## config.mk

```make
export PLATFORM = sky130hd
export DESIGN_NAME = txring_fetch
export DESIGN_NICKNAME = d
export VERILOG_FILES = /design/src/rtl/txr_pkg.sv /design/src/rtl/tx_ring_regs.sv /design/src/rtl/tx_lane_sel.sv /design/src/rtl/tx_ring_ctrl.sv /design/src/rtl/txring_fetch.sv
export SDC_FILE = /design/constraint.sdc
export NUM_CORES = 1
export LEC_CHECK = 0
export CAP_MARGIN = 20
export CORE_ASPECT_RATIO = 1.2
export CORE_MARGIN = 4
export CORE_UTILIZATION = 45
export CTS_CLUSTER_DIAMETER = 200
export DETAILED_ROUTE_END_ITERATION = 16
export HOLD_SLACK_MARGIN = 0.08
export PLACE_DENSITY = 0.7
export SYNTH_ARGS = -nofsm -noshare
export SYNTH_HDL_FRONTEND = slang
export SYNTH_SLANG_ARGS = --single-unit
```

## constraint.sdc

```tcl
create_clock -name clk -period 3.4 [get_ports clk]
set_clock_uncertainty 0.05 [all_clocks]
set_input_delay 0.68 -clock clk [delete_from_list [all_inputs] [get_ports clk]]
set_output_delay 0.68 -clock clk [all_outputs]
set_load 0.02 [all_outputs]
```

## src/rtl/txr_pkg.sv

```systemverilog
package txr_pkg;
   localparam int WORD_W     = 32;
   localparam int OWN_BIT    = 31;
   localparam int EOR_BIT    = 30;
   localparam int DOORBELL_B = 6;
   localparam logic [7:0] OFS_RING_BASE = 8'h20;
   localparam logic [7:0] OFS_DOORBELL  = 8'h38;
   localparam int BUFPTR_OFS = 8;

   typedef enum logic [3:0] {
      ST_IDLE,
      ST_STAT_RQ,
      ST_STAT_WT,
      ST_ADDR_RQ,
      ST_ADDR_WT,
      ST_DATA_RQ,
      ST_DATA_WT,
      ST_EMIT,
      ST_RETIRE
   } txr_state_e;
endpackage

```

## src/rtl/tx_ring_regs.sv

```systemverilog
module tx_ring_regs
   import txr_pkg::*;
#(
   parameter int AW         = 32,
   parameter int ALIGN_BITS = 8
) (
   input  logic              clk,
   input  logic              rst_n,
   input  logic              reg_wr,
   input  logic [7:0]        reg_addr,
   input  logic [WORD_W-1:0] reg_wdata,
   input  logic              stop_req,
   output logic [AW-1:0]     ring_base,
   output logic [AW-1:0]     base_new,
   output logic              base_wr,
   output logic              armed
);
   logic poll_hit;
   logic unused_bits;

   assign base_wr  = reg_wr && (reg_addr == OFS_RING_BASE);
   assign poll_hit = reg_wr && (reg_addr == OFS_DOORBELL) && reg_wdata[DOORBELL_B];
   assign base_new = {reg_wdata[AW-1:ALIGN_BITS], {ALIGN_BITS{1'b0}}};
   assign unused_bits = ^{reg_wdata[ALIGN_BITS-1:0]};

   always_ff @(posedge clk) begin
      if (!rst_n) begin
         ring_base <= '0;
         armed     <= 1'b0;
      end else begin
         if (base_wr) ring_base <= base_new;
         if (poll_hit)      armed <= 1'b1;
         else if (stop_req) armed <= 1'b0;
      end
   end
endmodule

```

## src/rtl/tx_lane_sel.sv

```systemverilog
module tx_lane_sel
   import txr_pkg::*;
#(
   parameter bit BIG_ENDIAN = 1'b0
) (
   input  logic [WORD_W-1:0] word,
   input  logic [1:0]        lane,
   input  logic              in_payload,
   output logic [7:0]        byte_out
);
   logic [1:0] phys_lane;

   generate
      if (BIG_ENDIAN) begin : g_be
         assign phys_lane = 2'd3 - lane;
      end else begin : g_le
         assign phys_lane = lane;
      end
   endgenerate

   always_comb begin
      byte_out = 8'h00;
      if (in_payload) byte_out = word[8*phys_lane +: 8];
   end
endmodule

```

## src/rtl/tx_ring_ctrl.sv

```systemverilog
module tx_ring_ctrl
   import txr_pkg::*;
#(
   parameter int AW         = 32,
   parameter int LEN_W      = 16,
   parameter int MIN_FRAME  = 60,
   parameter int DESC_BYTES = 16
) (
   input  logic              clk,
   input  logic              rst_n,
   input  logic              armed,
   input  logic [AW-1:0]     ring_base,
   input  logic [AW-1:0]     base_new,
   input  logic              base_wr,
   output logic              stop_req,
   output logic              mem_req,
   output logic              mem_we,
   output logic [AW-1:0]     mem_addr,
   output logic [WORD_W-1:0] mem_wdata,
   input  logic [WORD_W-1:0] mem_rdata,
   output logic              tx_valid,
   output logic              tx_last,
   output logic [1:0]        lane,
   output logic              in_payload,
   output logic [WORD_W-1:0] word_q
);
   localparam logic [LEN_W-1:0] MIN_LEN = LEN_W'(MIN_FRAME);

   txr_state_e        state_q;
   logic [AW-1:0]     cur_q;
   logic [WORD_W-1:0] stat_q;
   logic [AW-1:0]     buf_q;
   logic [LEN_W-1:0]  idx_q;
   logic [LEN_W-1:0]  len;
   logic [LEN_W-1:0]  send_len;
   logic [AW-1:0]     byte_addr;
   logic [LEN_W:0]    idx_nx;
   logic [1:0]        lane_nx;
   logic              more_payload;

   assign len          = stat_q[LEN_W-1:0];
   assign send_len     = (len < MIN_LEN) ? MIN_LEN : len;
   assign byte_addr    = buf_q + AW'(idx_q);
   assign idx_nx       = {1'b0, idx_q} + 1'b1;
   assign lane_nx      = byte_addr[1:0] + 2'd1;
   assign more_payload = idx_nx < {1'b0, len};
   assign lane         = byte_addr[1:0];
   assign in_payload   = idx_q < len;
   assign tx_valid     = (state_q == ST_EMIT);
   assign tx_last      = tx_valid && (idx_q == send_len - 1'b1);
   assign stop_req     = (state_q == ST_STAT_WT) && !mem_rdata[OWN_BIT];

   always_comb begin
      mem_req   = 1'b0;
      mem_we    = 1'b0;
      mem_addr  = cur_q;
      mem_wdata = stat_q & ~(WORD_W'(1) << OWN_BIT);
      case (state_q)
         ST_STAT_RQ: mem_req = 1'b1;
         ST_ADDR_RQ: begin
            mem_req  = 1'b1;
            mem_addr = cur_q + AW'(BUFPTR_OFS);
         end
         ST_DATA_RQ: begin
            mem_req  = 1'b1;
            mem_addr = {byte_addr[AW-1:2], 2'b00};
         end
         ST_RETIRE: begin
            mem_req = 1'b1;
            mem_we  = 1'b1;
         end
         default: ;
      endcase
   end

   always_ff @(posedge clk) begin
      if (!rst_n) begin
         state_q <= ST_IDLE;
         cur_q   <= '0;
         stat_q  <= '0;
         buf_q   <= '0;
         idx_q   <= '0;
         word_q  <= '0;
      end else begin
         case (state_q)
            ST_IDLE:    if (armed) state_q <= ST_STAT_RQ;
            ST_STAT_RQ: state_q <= ST_STAT_WT;
            ST_STAT_WT: begin
               stat_q  <= mem_rdata;
               state_q <= mem_rdata[OWN_BIT] ? ST_ADDR_RQ : ST_IDLE;
            end
            ST_ADDR_RQ: state_q <= ST_ADDR_WT;
            ST_ADDR_WT: begin
               buf_q   <= mem_rdata[AW-1:0];
               idx_q   <= '0;
               state_q <= (len == '0) ? ST_EMIT : ST_DATA_RQ;
            end
            ST_DATA_RQ: state_q <= ST_DATA_WT;
            ST_DATA_WT: begin
               word_q  <= mem_rdata;
               state_q <= ST_EMIT;
            end
            ST_EMIT: begin
               if (tx_last) begin
                  state_q <= ST_RETIRE;
               end else begin
                  idx_q   <= idx_nx[LEN_W-1:0];
                  state_q <= (more_payload && lane_nx == 2'd0) ? ST_DATA_RQ : ST_EMIT;
               end
            end
            ST_RETIRE: begin
               cur_q   <= stat_q[EOR_BIT] ? ring_base : cur_q + AW'(DESC_BYTES);
               state_q <= ST_STAT_RQ;
            end
            default: state_q <= ST_IDLE;
         endcase
         if (base_wr) cur_q <= base_new;
      end
   end
endmodule

```

## src/rtl/txring_fetch.sv

```systemverilog
module txring_fetch
   import txr_pkg::*;
#(
   parameter int AW         = 32,
   parameter int LEN_W      = 16,
   parameter int MIN_FRAME  = 60,
   parameter int DESC_BYTES = 16,
   parameter int ALIGN_BITS = 8,
   parameter bit BIG_ENDIAN = 1'b0
) (
   input  logic              clk,
   input  logic              rst_n,
   input  logic              reg_wr,
   input  logic [7:0]        reg_addr,
   input  logic [31:0]       reg_wdata,
   output logic              mem_req,
   output logic              mem_we,
   output logic [AW-1:0]     mem_addr,
   output logic [31:0]       mem_wdata,
   input  logic [31:0]       mem_rdata,
   output logic              tx_valid,
   output logic [7:0]        tx_data,
   output logic              tx_last
);
   generate
      if (AW > WORD_W || AW <= ALIGN_BITS) begin : g_bad_aw
         $error("AW must exceed ALIGN_BITS and fit in one word");
      end
      if (LEN_W > EOR_BIT - 2 || MIN_FRAME < 1 || MIN_FRAME >= (1 << LEN_W)) begin : g_bad_len
         $error("length field or minimum frame out of range");
      end
      if (DESC_BYTES != 16 || (1 << ALIGN_BITS) < DESC_BYTES) begin : g_bad_desc
         $error("descriptor size and ring alignment inconsistent");
      end
   endgenerate

   logic [AW-1:0]     ring_base;
   logic [AW-1:0]     base_new;
   logic              base_wr;
   logic              armed;
   logic              stop_req;
   logic [1:0]        lane;
   logic              in_payload;
   logic [WORD_W-1:0] word_q;

   tx_ring_regs #(.AW(AW), .ALIGN_BITS(ALIGN_BITS)) regs_i (
      .clk(clk), .rst_n(rst_n), .reg_wr(reg_wr), .reg_addr(reg_addr),
      .reg_wdata(reg_wdata), .stop_req(stop_req), .ring_base(ring_base),
      .base_new(base_new), .base_wr(base_wr), .armed(armed)
   );

   tx_ring_ctrl #(.AW(AW), .LEN_W(LEN_W), .MIN_FRAME(MIN_FRAME), .DESC_BYTES(DESC_BYTES)) ctrl_i (
      .clk(clk), .rst_n(rst_n), .armed(armed), .ring_base(ring_base),
      .base_new(base_new), .base_wr(base_wr), .stop_req(stop_req),
      .mem_req(mem_req), .mem_we(mem_we), .mem_addr(mem_addr),
      .mem_wdata(mem_wdata), .mem_rdata(mem_rdata), .tx_valid(tx_valid),
      .tx_last(tx_last), .lane(lane), .in_payload(in_payload), .word_q(word_q)
   );

   tx_lane_sel #(.BIG_ENDIAN(BIG_ENDIAN)) lane_i (
      .word(word_q), .lane(lane), .in_payload(in_payload), .byte_out(tx_data)
   );
endmodule

```

==> impl_metrics.toml, run 1 <==
[synthesis]
ys_ff_latch = 172
ys_types = 74
ys_seq_area_frac = 0.312
avgSynthCellArea_um2 = 7.53
netlist_instances = 1465
yosysWarnings = 0
syn_area_um2 = 11000
synth_edf_count = 0
synth_nets = 1591
synth_top_area_frac = 0.312
ys.flop_type = "dfxtp_1"
synthArstFlopShare = 0
synth_top_cell_by_area = "dfxtp_1"
synth_area_leaders = "dfxtp_1 (31%), nand2_1 (11%), a21boi_0 (9.3%)"

[drt]
wl_per_cell_um = 18.3
ant_nets = 0
wl_mm = 37.8
drc_errors = 0
firstDrtPassIters = 5
drt_iter0_drc = 874
avgViaCountPerCell = 5.73
vias = 11900

[hold_path]
hp-start = "ctrl_i.cur_q[0]"
holdPathStages = 1
min_to = "ctrl_i.cur_q[0]"
hold_path.class = "reg -> reg"

[power_and_ir_drop]
p_per_area_nw_per_um2 = 275
vdd_drop_max_mv = 0.337
p_leak_nw = 5.72

[placed_design]
placedCellCount = 2004
dp_hpwl_mm = 27.2
place_congestion = 0.952
port_buffers = 142

[worst_setup_path]
r2r_setup_slack_ns = -0.22
cp_max_fo = 5
required_ns = 2.67
r2r_cells = 14
cp.arrival_ns = 3.31
timing.rr.start = "ctrl_i.stat_q[12]"
cp-start-kind = "flop"
r2r-end = "ctrl_i.idx_q[8]"
cp-end-kind = "output pin"
crit_type = "reg -> out"

[sta]
period_minus_slack_ns = 4.04
drv_slew = 0
tns_ns = -8.95
tightest_slew_ns = 0.731
finalHoldViolations = 0
setup_ws_ns = -0.642
fmax_mhz = 247
maxSlewHeadroom = 0.512
finalCritPeriodShare = 1.19
rsz0062_at_grt = "yes"
setup_violations = 42

[clock_network]
h-tree-depth = 4
cts_buffers = 17
clkLatencyLatePin_ns = 0.44
cts_tree = "built"
cts-root-buf = "clkbuf_16"
cts.path.max_buffers = 2
clk_pin_slew_ns = 0.08
cts.sinks = 172

[layout]
fill_cells = 2136
area_growth_pct = 39.9
multi_input_area_um2 = 7760
final_cells = 2068
final_nets = 1861
regArea_um2 = 3470
layout_commonest_cell = "nand2_1"
drive_above_1_share = 0.236
diodes = 0
final_cell_mix = "nand2_1 (326), buf_4 (210), dfxtp_1 (155), a21boi_0 (134), clkdlybuf4s50_1 (104)"

[global_routing]
grt_pass1_wl_mm = 59.4
grt_start_max_net_pins = 63
grt_util_all_layers = 0.271
antenna_found_initial = 0
grt_pass1_vias = 11300
overflow = 0

[run_status]
violations = "negative setup slack"
status = "complete, but fails checks"

[floorplan]
die_y_um = 179
coreArea_um2 = 24000
dieArea_um2 = 27100
die_x_um = 151
row_count = 62
start_util = 0.459
io_pins = 151

[job]
cap_violations = 0
[cell families (layout without fill, tap and decap cells)]
family                     Yosys count  after routing  share of synthesized area
muxes                               21             21                     0.0282
AOI/OAI and AO/OA                  391            391                      0.242
DFF                                172            172                      0.312
and+or+nand+nor                    636            637                      0.262
adders and majority gates           51             51                     0.0585
buffers and inverters              133            415                     0.0491
xor gates and xnor gates            60             60                     0.0476
other                                1              1                   0.000340
[worst max-delay path, stage by stage, from the launching register on]
cell,delay [ns]
dfxtp_4,0.34
or4_4,0.56
nor3_4,0.25
o41ai_4,0.13
nand2_1,0.12
ha_4,0.18
nand2_4,0.08
nor4_4,0.23
mux2i_1,0.25
xnor2_1,0.15
nand4_1,0.18
nor4_4,0.19
buf_4,0.19
[flip-flops by register name (all words and copies together) (netlist names)]
name / cells
ctrl_i.stat_q: 31
ctrl_i.word_q: 32
ctrl_i.idx_q: 16
ctrl_i.buf_q: 32
ctrl_i.cur_q: 32
ctrl_i.state_q: 4
regs_i.ring_base: 24
regs_i.armed: 1
[how the worst max path moves through the flow]
stage	slack, ns	startpoint	to
5_1_grt	-0.79	ctrl_i.stat_q[12]	tx_last
3_5_place_dp	-0.66	ctrl_i.stat_q[12]	tx_last
3_3_place_gp	-0.62	ctrl_i.stat_q[12]	tx_last
4_1_cts	-0.67	ctrl_i.stat_q[12]	tx_last
2_1_floorplan	-0.31	ctrl_i.stat_q[12]	ctrl_i.idx_q[13]
6_report	-0.64	ctrl_i.stat_q[12]	tx_last
[repair_timing]
action	in CTS	in global routing
endpoints found under the hold margin	0	0
setup endpoints to repair	58	56
setup buffers	15	19
pin swaps	33	47
resized for setup	276	75
hold buffers	0	0
cloned	1	1
[layer usage]
metal	global-route usage	routed length, um	vias up
li1	-	-	5681
met1	0.343	15500	5592
met2	0.452	18000	454
met3	0.0489	2530	130
met4	0.108	1820	0
met5	0	0	-
[area by class of cell]
class                      instances  share of cell area
tap                              320              0.0260
clock inverter                    15              0.0134
timing repair buffer             350               0.196
multi-input combinational       1161               0.503
inverter                          33             0.00835
clock buffer                      17              0.0276
sequential                       172               0.225
[per-stage QoR]
stage                     hold WS, ns  power, W  setup slack [ns]  utilization  area, um^2
after global placement          0.387   0.00223            -0.619        0.577       13900
final                           0.409   0.00424            -0.642        0.641       15400
after detailed placement        0.389   0.00223            -0.662        0.577       13900
after floorplan                 0.371   0.00211            -0.311            -       11100
after CTS                       0.410   0.00426            -0.668        0.622       15000
after global routing            0.434   0.00435            -0.786        0.641       15400
[report_power, final]
part,internal [W],switching (W)
clock network,0.00102,0.00103
logic,0.0000930,0.0000784
registers,0.00201,0.000000572
total,0.00312,0.00111
[synth_stat cells, drive strengths merged (12+ instances only)]
library cell  count
nor2b            16
and2             21
o21ai            64
dfxtp           172
ha               50
a21boi          138
nor3             29
nor2             92
and3             20
o221ai           14
or3              13
nor4             18
a31o             12
nand3            57
xor2             23
clkbuf           90
a21o             14
nand4            15
xnor2            37
inv              33
mux2i            12
a21oi            66
nand2           329
o211ai           18
(Power assumes the default switching activity.)
==> run 2: changes to the inputs <==
PLACE_DENSITY = 0.68   (was 0.7)
SETUP_SLACK_MARGIN = 0.1   (was unset)
clock period = 4.2 ns   (was 3.4 ns; I/O delays follow)
==> impl_metrics.toml, run 2 (synthesis results as in run 1) <==
[sta]
tns_ns = 0
period_minus_slack_ns = 4.18
tightest_slew_ns = 0.922
fmax_mhz = 239
setup_ws_ns = 0.0151
finalHoldViolations = 0
setup_violations = 0
rsz0062_at_grt = "yes"
finalCritPeriodShare = 0.996
maxSlewHeadroom = 0.385
drv_slew = 0

[worst_setup_path]
cp_max_fo = 4
r2r_cells = 15
crit_type = "reg -> out"
cp-start-kind = "flop"
cp.arrival_ns = 3.29
cp-end-kind = "output pin"
required_ns = 3.31

[clock_network]
cts_buffers = 17
cts.sinks = 172
cts-root-buf = "clkbuf_16"
h-tree-depth = 4
cts_tree = "built"
clk_pin_slew_ns = 0.08
hold_buffers = 0
cts.path.max_buffers = 2
clkLatencyLatePin_ns = 0.45

[global_routing]
grt_pass1_wl_mm = 55.2
overflow = 0
grt_util_all_layers = 0.252
grt_pass1_vias = 10500
grt_start_max_net_pins = 91
antenna_found_initial = 0

[hold_path]
holdPathStages = 1
hold_path.class = "reg -> reg"

[drt]
firstDrtPassIters = 7
drc_errors = 0
drt_iter0_drc = 726
vias = 10900
wl_per_cell_um = 17.8
wl_mm = 34.7
ant_nets = 0
avgViaCountPerCell = 5.60

[placed_design]
dp_hpwl_mm = 26.0
port_buffers = 142
pre_cts_ws_ns = -0.0894
place_congestion = 0.925

[layout]
area_growth_pct = 25.5
drive_above_1_share = 0.122
layout_commonest_cell = "nand2_1"
final_nets = 1741
final_cell_mix = "nand2_1 (328), dfxtp_1 (171), a21boi_0 (135), clkdlybuf4s50_1 (110), buf_4 (96)"
fill_cells = 2261
top_regs = "ctrl_i.buf_q (32), ctrl_i.cur_q (32), ctrl_i.word_q (32)"
diodes = 0

[power_and_ir_drop]
vdd_drop_max_mv = 0.250
p_leak_nw = 4.99
p_per_area_nw_per_um2 = 252

[floorplan]
row_count = 62
die_y_um = 179
coreArea_um2 = 24000
io_pins = 151
die_x_um = 151
start_util = 0.459
dieArea_um2 = 27100

[job]
cap_violations = 0

[run_status]
status = "complete, no violations"
## run 2: repair_timing
item | CTS | global route
setup endpoints to repair | 30 | 30
gates resized for setup | 95 | 49
setup buffers | 1 | 0
pin swaps | 2 | 11
endpoints found under the hold margin | 0 | 0
## run 2: layout make-up
cell class	instances	area (um^2)	area share
clock buffer	17	425	0.0307
clock inverter	15	233	0.0168
inverter	33	124	0.00895
multi-input combinational	1160	7200	0.520
sequential	172	3440	0.249
tap	320	400	0.0289
timing repair buffer	231	2020	0.146
## run 2: per-layer routing
metal  GRT usage  share of wire
met1       0.335           0.44
met2       0.424           0.49
met3      0.0388          0.053
met4      0.0664          0.021
met5           0              0
## run 2: final timing paths
path | start | endpoint | slack (ns)
hold / removal | ctrl_i.cur_q[0] | ctrl_i.cur_q[0] | 0.41
hold reg to reg | ctrl_i.cur_q[0] | ctrl_i.cur_q[0] | 0.41
setup / recovery | ctrl_i.stat_q[9] | tx_last | 0.02
setup reg to reg | ctrl_i.idx_q[1] | ctrl_i.state_q[1] | 0.35
## run 2: worst max-delay path, stage by stage (launching register included)
cell and delay [ns]:
dfxtp_1 0.32, or4_4 0.56, nor3_4 0.19, o41ai_2 0.14, nand2_1 0.10, ha_2 0.21, nand2_1 0.12, nor4_2 0.17
buf_4 0.16, nand2_1 0.06, nor4_2 0.20, o22ai_2 0.14, nor4_4 0.31, buf_4 0.19
## run 2: power breakdown
group          leakage [nW]  internal, W  switching (W)
clock                 0.316     0.000852       0.000867
combinational          3.28    0.0000753      0.0000629
sequential             1.39      0.00163    0.000000582
## run 2: metrics by stage
stage	utilization	power, W	hold WS (ns)	instance area, um^2	std cells
5_1_grt	0.576	0.00359	0.430	13800	1948
3_5_place_dp	0.546	0.00181	0.389	13100	1915
2_1_floorplan	-	0.00171	0.371	11000	1465
6_report	0.576	0.00349	0.412	13800	1948
3_3_place_gp	0.545	0.00181	0.386	13100	1914
4_1_cts	0.573	0.00352	0.412	13800	1948
==> run 3: changes to the inputs <==
CORE_ASPECT_RATIO = 1.5   (was 1.2)
==> impl_metrics.toml, run 3 (synthesis results as in run 1) <==
[run_status]
status = "complete, but fails checks"
violations = "negative setup slack"

[sta]
fmax_mhz = 232
drv_slew = 0
setup_violations = 1
finalCritPeriodShare = 1.02
setup_ws_ns = -0.102
maxSlewHeadroom = 0.469
hold_slack_ns = 0.402
finalHoldViolations = 0
rsz0062_at_grt = "yes"
period_minus_slack_ns = 4.30
tightest_slew_ns = 0.794

[clock_network]
cts-root-buf = "clkbuf_16"
h-tree-depth = 4
cts.path.max_buffers = 2
cts_tree = "built"
clk_pin_slew_ns = 0.07
cts_buffers = 17
clkLatencyLatePin_ns = 0.45
cts.sinks = 172

[floorplan]
io_pins = 151
die_y_um = 200
start_util = 0.461
row_count = 69
coreArea_um2 = 23900
dieArea_um2 = 27100
die_x_um = 136

[job]
cap_violations = 0

[worst_setup_path]
cp_max_fo = 3
critPathMaxStageDelay_ns = 0.56
required_ns = 3.31
crit_type = "reg -> out"
path_cells = "or4_4 -> nor3_4 -> o41ai_2 -> nand2_1 -> ha_2 -> buf_4 -> a21oi_1 -> a2111o_1 -> a21boi_0 -> a31o_1 -> nand4_1 -> nor4_4 -> buf_4"
cp-start-kind = "flop"
cp_slowest_cell = "or4_4"
crit_buf_inv = 2
cp-end-kind = "output pin"
cp.arrival_ns = 3.41
path_delay_family = "simple AND/OR/NAND/NOR gates"
r2r_setup_slack_ns = 0.33
cp_common_cell = "buf_4"

[hold_path]
hold_path.class = "reg -> reg"

[layout]
diodes = 0
final_cell_mix = "nand2_1 (327), dfxtp_1 (169), a21boi_0 (136), clkdlybuf4s50_1 (111), buf_4 (99)"
fill_cells = 2303
design_area_um2 = 13800
layout_commonest_cell = "nand2_1"
final_nets = 1743
drive_above_1_share = 0.126
final_cells = 1949
top_regs = "ctrl_i.buf_q (32), ctrl_i.cur_q (32), ctrl_i.word_q (32)"
area_growth_pct = 25.2

[power_and_ir_drop]
p_leak_nw = 4.96
p_per_area_nw_per_um2 = 244
vdd_drop_max_mv = 0.263

[drt]
drc_errors = 0
wl_per_cell_um = 18.1
ant_nets = 0
avgViaCountPerCell = 5.68
vias = 11100
firstDrtPassIters = 5
wl_mm = 35.2
drt_iter0_drc = 748

[placed_design]
dpl_cell_area_um2 = 13100
pre_cts_ws_ns = -0.194
dp_hpwl_mm = 26.3
port_buffers = 142
place_congestion = 0.928
placedCellCount = 1916

[global_routing]
grt_start_max_net_pins = 137
grt_util_all_layers = 0.255
overflow = 0
grt_pass1_wl_mm = 55.1
grt_pass1_vias = 10700
antenna_found_initial = 0
[run 3: timing repair]
action                                  4_1_cts  5_1_grt
endpoints found under the setup margin       31       31
gates resized for setup                      92       70
pin swaps                                     6       18
hold buffers                                  0        0
endpoints found under the hold margin         0        0
gates cloned                                  0        0
buffers inserted                              0        1
[run 3: cell type report]
cell class / count / area, um^2 / area share
Sequential cell: 172 / 3450 / 0.250
Clock buffer: 18 / 429 / 0.0311
Inverter: 33 / 124 / 0.00897
Tap cell: 319 / 399 / 0.0289
Timing Repair Buffer: 233 / 2010 / 0.145
Clock inverter: 14 / 158 / 0.0114
Multi-Input combinational cell: 1160 / 7250 / 0.525
[run 3: through the flow]
step	TNS (ns)	utilization	power (W)
floorplan	0	-	0.00171
global placement	-0.220	0.550	0.00181
detailed placement	-0.364	0.550	0.00181
CTS	-0.165	0.574	0.00339
global route	-0.290	0.578	0.00347
finish	-0.102	0.578	0.00337
[run 3: layer usage]
layer	wire, um	track usage	share of wire	vias up
li1	-	-	-	5435
met1	14200	0.294	0.40	5203
met2	18000	0.463	0.51	343
met3	1620	0.0386	0.046	91
met4	1380	0.114	0.039	0
met5	0	0	0	-
[run 3: worst paths after layout]
check	cells after the start	startpoint	endpoint
max	13	ctrl_i.stat_q[9]	tx_last
min	1	ctrl_i.cur_q[0]	ctrl_i.cur_q[0]
max reg2reg	14	ctrl_i.stat_q[9]	ctrl_i.idx_q[3]
min reg2reg	1	ctrl_i.cur_q[0]	ctrl_i.cur_q[0]
[run 3: power breakdown]
part	switching, W	internal (W)
registers	0.000000636	0.00163
clock network	0.000713	0.000889
logic	0.0000618	0.0000755
